==> config.mk <==
export PLATFORM = sky130hd
export DESIGN_NAME = tfifo_pipe
export DESIGN_NICKNAME = d
export VERILOG_FILES = /design/src/rtl/tfifo_pkg.sv /design/src/rtl/tfifo_celem.sv /design/src/rtl/tfifo_delay.sv /design/src/rtl/tfifo_stage.sv /design/src/rtl/tfifo_pipe.sv
export SDC_FILE = /design/constraint.sdc
export NUM_CORES = 1
export LEC_CHECK = 0
export ABC_AREA = 1
export BUFFER_PORTS_ARGS = -buffer_cell sky130_fd_sc_hd__buf_2
export CAP_MARGIN = 20
export CORE_MARGIN = 5
export CORE_UTILIZATION = 43
export CTS_CLUSTER_SIZE = 10
export DETAILED_ROUTE_END_ITERATION = 8
export SLEW_MARGIN = 20
export SYNTH_ARGS = -nofsm -noshare
export SYNTH_HDL_FRONTEND = slang
export SYNTH_SLANG_ARGS = --single-unit
export TNS_END_PERCENT = 50
==> constraint.sdc <==
create_clock -name clk -period 1.4 [get_ports clk]
set_input_delay 0.14 -clock clk [delete_from_list [all_inputs] [get_ports clk]]
set_output_delay 0.14 -clock clk [all_outputs]
set_load 0.01 [all_outputs]
==> src/rtl/tfifo_pkg.sv <==
// Package: shared helpers for the transition-signalled FIFO.
// Assumes nothing beyond single-bit handshake levels.
package tfifo_pkg;

    // Muller C-element next state: follow the inputs when they agree, else keep.
    function automatic logic c_next(input logic a, input logic b, input logic q);
        return (a == b) ? a : q;
    endfunction

endpackage

==> src/rtl/tfifo_celem.sv <==
// Module: registered Muller C-element.
// The output follows both inputs one clock after they agree and holds otherwise.
// 'fire' is high in the cycle before the output changes.
// Assumes the inputs are synchronous to clk.
module tfifo_celem
    import tfifo_pkg::*;
(
    input  logic clk,
    input  logic rst_n,
    input  logic a,
    input  logic b,
    output logic q,
    output logic fire
);

    // Combinational look-ahead: the output will change at the next edge.
    always_comb begin
        fire = (c_next(a, b, q) != q);
    end

    // State update: agreement sets the output, disagreement holds it.
    always_ff @(posedge clk) begin
        if (!rst_n) q <= 1'b0;
        else        q <= c_next(a, b, q);
    end

endmodule

==> src/rtl/tfifo_delay.sv <==
// Module: fixed completion delay of DELAY sampling-clock cycles.
// Assumes DELAY >= 1. Built as a flop chain, so every transition is kept.
module tfifo_delay #(
    parameter int DELAY = 2
) (
    input  logic clk,
    input  logic rst_n,
    input  logic d,
    output logic q
);

    generate
        if (DELAY == 1) begin : g_one
            logic r;
            // Single flop stage.
            always_ff @(posedge clk) begin
                if (!rst_n) r <= 1'b0;
                else        r <= d;
            end
            assign q = r;
        end else begin : g_chain
            logic [DELAY-1:0] sh;
            // Shift register carrying the enable level forward.
            always_ff @(posedge clk) begin
                if (!rst_n) sh <= '0;
                else        sh <= {sh[DELAY-2:0], d};
            end
            assign q = sh[DELAY-1];
        end
    endgenerate

endmodule

==> src/rtl/tfifo_stage.sv <==
// Module: one pipeline stage: C-element enable, word register, completion delay.
// Captures data_in on every change of its enable, whichever direction.
// Assumes upstream holds data_in stable while its request is unacknowledged.
module tfifo_stage #(
    parameter int WIDTH = 8,
    parameter int DELAY = 2
) (
    input  logic             clk,
    input  logic             rst_n,
    input  logic             req_in,
    input  logic             ack_in,
    input  logic [WIDTH-1:0] data_in,
    output logic             en,
    output logic             done,
    output logic [WIDTH-1:0] data_out
);

    logic fire;
    logic nack;

    assign nack = ~ack_in;

    tfifo_celem u_celem (
        .clk   (clk),
        .rst_n (rst_n),
        .a     (req_in),
        .b     (nack),
        .q     (en),
        .fire  (fire)
    );

    // Word register: loads in the same edge the enable changes.
    always_ff @(posedge clk) begin
        if (!rst_n)    data_out <= '0;
        else if (fire) data_out <= data_in;
    end

    tfifo_delay #(.DELAY(DELAY)) u_delay (
        .clk   (clk),
        .rst_n (rst_n),
        .d     (en),
        .q     (done)
    );

endmodule

==> src/rtl/tfifo_pipe.sv <==
// Module: top of the transition-signalled FIFO, DEPTH stages in a chain.
// Stage i takes its request from stage i-1's completion (or in_req) and its
// acknowledge from stage i+1's completion (or out_ack).
// Assumes DEPTH >= 1, DELAY >= 1, and a sender and receiver that obey the
// two-phase protocol.
module tfifo_pipe #(
    parameter int DEPTH = 3,
    parameter int WIDTH = 8,
    parameter int DELAY = 2
) (
    input  logic             clk,
    input  logic             rst_n,
    input  logic [WIDTH-1:0] in_data,
    input  logic             in_req,
    output logic             in_ack,
    output logic [WIDTH-1:0] out_data,
    output logic             out_req,
    input  logic             out_ack
);

    logic [DEPTH:0]   req_chain;
    logic [DEPTH-1:0] ack_vec;
    logic [DEPTH-1:0] en_vec;
    logic [WIDTH-1:0] dchain [DEPTH+1];

    assign req_chain[0] = in_req;
    assign dchain[0]    = in_data;

    generate
        for (genvar i = 0; i < DEPTH; i++) begin : g_stage
            if (i == DEPTH - 1) begin : g_last
                assign ack_vec[i] = out_ack;
            end else begin : g_mid
                assign ack_vec[i] = req_chain[i+2];
            end

            tfifo_stage #(.WIDTH(WIDTH), .DELAY(DELAY)) u_stage (
                .clk      (clk),
                .rst_n    (rst_n),
                .req_in   (req_chain[i]),
                .ack_in   (ack_vec[i]),
                .data_in  (dchain[i]),
                .en       (en_vec[i]),
                .done     (req_chain[i+1]),
                .data_out (dchain[i+1])
            );
        end
    endgenerate

    assign in_ack   = req_chain[1];
    assign out_req  = req_chain[DEPTH];
    assign out_data = dchain[DEPTH];

endmodule

* Yosys cells after proc, flatten, opt, wreduce, memory -nomap -nowiden
Index checks and enable logic that the tools add are counted.
Cells by class: eq/ne operators 6, mux-type cells 3, bitwise gates (word level) 3
Operators by type and width (number):
- $eq A1 B1 Y1 | 3
- $mux W1 | 3
- $ne A1 B1 Y1 | 3
- $not A1 Y1 | 3
Word-level totals: word-level logic and storage cells 21, input bits 12, output and inout port bits 10, bits in registers 33

* Longest topological paths before layout
depth after elaboration 4, depth in mapped cells 6, mapped depth without buffers 5

* By module
Synthesis repeated with hierarchy kept, for this count alone.
Second synthesis, totals: cells, all modules 213, area total of the unflattened synthesis 1456.4 um^2
Modules (own cells, without submodules):
- tfifo_stage | instances 3, cells an instance 52, area each 360.3 um^2
- tfifo_celem | instances 3, cells an instance 13, area each 70.1 um^2
- tfifo_delay | instances 3, cells an instance 6, area each 55.1 um^2

* Least setup slack after synthesis
Ideal clock, no wire load.
kind flip-flop to flip-flop, start point register g_stage[0].u_stage.u_delay.g_chain.sh[1], end point register g_stage[1].u_stage.data_out[0], required time 1.285 ns, library setup time 0.115 ns, cell stages (with the launch flop) 5, path buffers 1, path slack 0.300 ns, arrival time 0.985 ns, period minus slack after synthesis 1.100 ns, path through dfxtp_1 > nand3_1 > buf_4 > a21oi_1 > nor2_1
Between the ends: longest elaborated chain between the ends 3
RTL lines:
- start, declared | line tfifo_delay.sv:22 | logic [DELAY-1:0] sh;
- start signal, assigned | line tfifo_delay.sv:26 | else sh <= {sh[DELAY-2:0], d};
- $eq A1 B1 Y1 | line tfifo_pkg.sv:7 | return (a == b) ? a : q;
- $mux W1 *
- $ne A1 B1 Y1 * | line tfifo_celem.sv:18 | fire = (c_next(a, b, q) != q);
- end signal, assigned | line tfifo_stage.sv:35 | else if (fire) data_out <= data_in;
- end, declared | line tfifo_stage.sv:15 | output logic [WIDTH-1:0] data_out
Mark *: on every way between the ends. The rest lies on a longest branch, timed or not. A chain may end at the register's enable or synchronous reset.

* Worst setup path after layout
start point register g_stage[1].u_stage.u_delay.g_chain.sh[1], end point register g_stage[2].u_stage.data_out[6]
Between the ends: longest elaborated chain between the ends 3
RTL lines (line):
- start, declared | tfifo_delay.sv:22
- start signal, assigned | tfifo_delay.sv:26
- $eq A1 B1 Y1 | tfifo_pkg.sv:7
- $mux W1 * | tfifo_pkg.sv:7
- $ne A1 B1 Y1 * | tfifo_celem.sv:18
- end signal, assigned | tfifo_stage.sv:35
- end, declared | tfifo_stage.sv:15
Marked as above.

==> impl_metrics.tcl <==
set metrics [dict create \
    status "complete, no violations" \
    seqPwrFrac_pct 59.8 \
    antenna_cells 0 \
    grt_antenna_before_repair 0 \
    clk_pin_slew_ns 0.09 \
    utilization_pct 48.0 \
    dp.cells 257 \
    crit_path_end_kind "flop" \
    internal_power_mw 1.28 \
    critical_path_arrival_ns 1.36 \
    gr-total-overflow 0 \
    critPathLaunchType "flop" \
    grt_pass1_vias 948 \
    clkLatencyLatePin_ns 0.33 \
    drv_cap 0 \
    die_width_um 68.2 \
    power_mw 1.67 \
    cts_setup_buffers 0 \
    cp_slowest_stage_delay_ns 0.37 \
    wirelength_um 2520 \
    die_area_um2 4650 \
    root_buffer "clkbuf_4" \
    start_util_pct 44.0 \
    nets 230 \
    worstSetupPathType "flop to flop" \
    cts_sinks 33 \
    final.setup.worst_slack_ns 0.267 \
    syn_nets 217 \
    cp_slowest_cell "dfxtp_1" \
    coreArea_um2 3310 \
    viasPerCell 4.47 \
    switchingPower_mw 0.396 \
    htree_levels 2 \
    rows 21 \
    yosysWarnings 0 \
    finalSetupTns_ns 0 \
    ys_seq_elements 33 \
    drt_iter0_drc 80 \
    hold_viol_final 0 \
    cts_tree "built" \
    crit_family "flip-flops" \
    layout_commonest_cell "inv_1" \
    netlist_instances 205 \
    rsz0062_at_grt "false" \
    portBuffers 21 \
    finalClockSkew_ns 0.00765 \
    grt_pass1_wl_um 4310 \
    startpoint "g_stage[1].u_stage.u_delay.g_chain.sh[1]" \
    r2r_cells 4 \
    fin_cells 264 \
    period_share_pct 80.9 \
    yosys-top-cells-area "dfxtp_1 45%, a21oi_1 9.3%, inv_1 8.8%" \
    p_leak_nw 0.838 \
    cp_max_fo 16 \
    max_freq_mhz 883 \
    tightestPinTransition_ns 0.320 \
    cts.repair.resized 0 \
    hold_path_startpoint "in_data[5]" \
    maxSlewViolCount 0 \
    synth_cell_types 12 \
    reg2reg_from "g_stage[1].u_stage.u_delay.g_chain.sh[1]" \
    cp_cell_sequence "inv_2 -> nand3_2 -> a21oi_1 -> nor2_1" \
    syn_area_per_cell_um2 7.10 \
    cp_num_buf_inv 1 \
    vias 1179 \
    cts_buffer_depth 2 \
    crit_cells 4 \
    gp_congestion 0.685 \
    switching_share_pct 23.7 \
    hold_path_class "primary input to flop" \
    track_usage_pct 12.8 \
    drt-wirelength-per-cell_um 9.55 \
    pwr-share-comb_pct 8.8 \
    finalCriticalPeriod_ns 1.13 \
    ys_seq_area_share_pct 45.4 \
    cts_made_buffers 5 \
    final_cell_mix "34 x inv_1, 33 x dfxtp_1, 30 x nand2_1" \
    pre_cts_slack_ns 0.269 \
    hold_depth 3 \
    critPathRequiredTime_ns 1.62 \
    synth_top_area_share_pct 45.4 \
    first_pass_iters 4 \
    ir_drop_mv 0.556 \
    ant_nets 0 \
    areaGrowthSynthToFinish_pct 9.02 \
    drc_errors 0 \
    place_hpwl_um 1690 \
    hold_buffers 0 \
    pwr-share-clk_pct 31.4 \
    p_per_area_nw_per_um2 1050 \
    finalSetupViolCount 0 \
    slew_headroom_pct 78.6 \
    grt_max_degree 18 \
    netlist_area_um2 1460 \
    drive_above_1_share_pct 17.4 \
    yosysTopAreaCell "dfxtp_1" \
    io_pins 22 \
    die_y_um 68.2 \
]
through the flow:
stage          hold slack, ns  area [um^2]
2_1_floorplan           0.272         1460
3_3_place_gp            0.362         1530
5_1_grt               0.00707         1590
6_report               0.0200         1590
4_1_cts               0.00871         1590
3_5_place_dp            0.365         1530
final timing paths:
kind                                                                  to  slack (ns)
worst max register to register            g_stage[2].u_stage.data_out[6]        0.27
worst min-delay path                      g_stage[0].u_stage.data_out[5]        0.02
worst min register to register  g_stage[1].u_stage.u_delay.g_chain.sh[1]        0.42
worst max-delay path                      g_stage[2].u_stage.data_out[6]        0.27
cells in the mapped netlist:
cell type / instances
clkbuf_1: 1
nand3_1: 25
inv_1: 34
buf_4: 12
buf_2: 4
nand3_2: 5
inv_2: 4
a21oi_1: 27
nand2_1: 30
dfxtp_1: 33
o21ai_0: 3
nor2_1: 27
state kept, by name, indices dropped and copies added (netlist names):
register	count
g_stage.u_stage.data_out	24
g_stage.u_stage.u_delay.g_chain.sh	6
g_stage.u_stage.u_celem.q	3
final cells by class:
cell class,instances,area [um^2]
sequential,33,661
fill,370,1720
timing repair buffer,23,133
multi-input combinational,117,539
clock buffer,7,55.1
inverter,38,143
tap,46,57.6
cells by family (layout without fill, tap and decap cells):
kind of cell / after synthesis / in the layout / share of synthesized area, %
buffers and inverters: 55 / 68 / 17.6
and+or+nand+nor: 87 / 87 / 26.7
DFF: 33 / 33 / 45.4
AOI/OAI and AO/OA: 30 / 30 / 10.3
power by group through the flow:
stage | logic (mW) | clock network (mW) | registers (mW)
after global routing | 0.174 | 0.597 | 1.01
final | 0.147 | 0.526 | 1.00
after global placement | 0.148 | 0 | 1.02
after detailed placement | 0.148 | 0 | 1.02
after floorplan | 0.112 | 0 | 1.02
after CTS | 0.149 | 0.551 | 1.00
tightest hold or removal path, cell delays in order:
cell	delay [ns]
buf_2	0.07
a21oi_1	0.03
nor2_1	0.08
routing by layer:
layer,up-vias,wire length [um],GRT usage [%]
met2,25,1030,16.2
met3,7,140,4.60
met1,497,1290,17.8
li1,650,-,-
met5,-,0,0
met4,0,68,8.19
No activity file was read; power rests on OpenSTA's default activity.
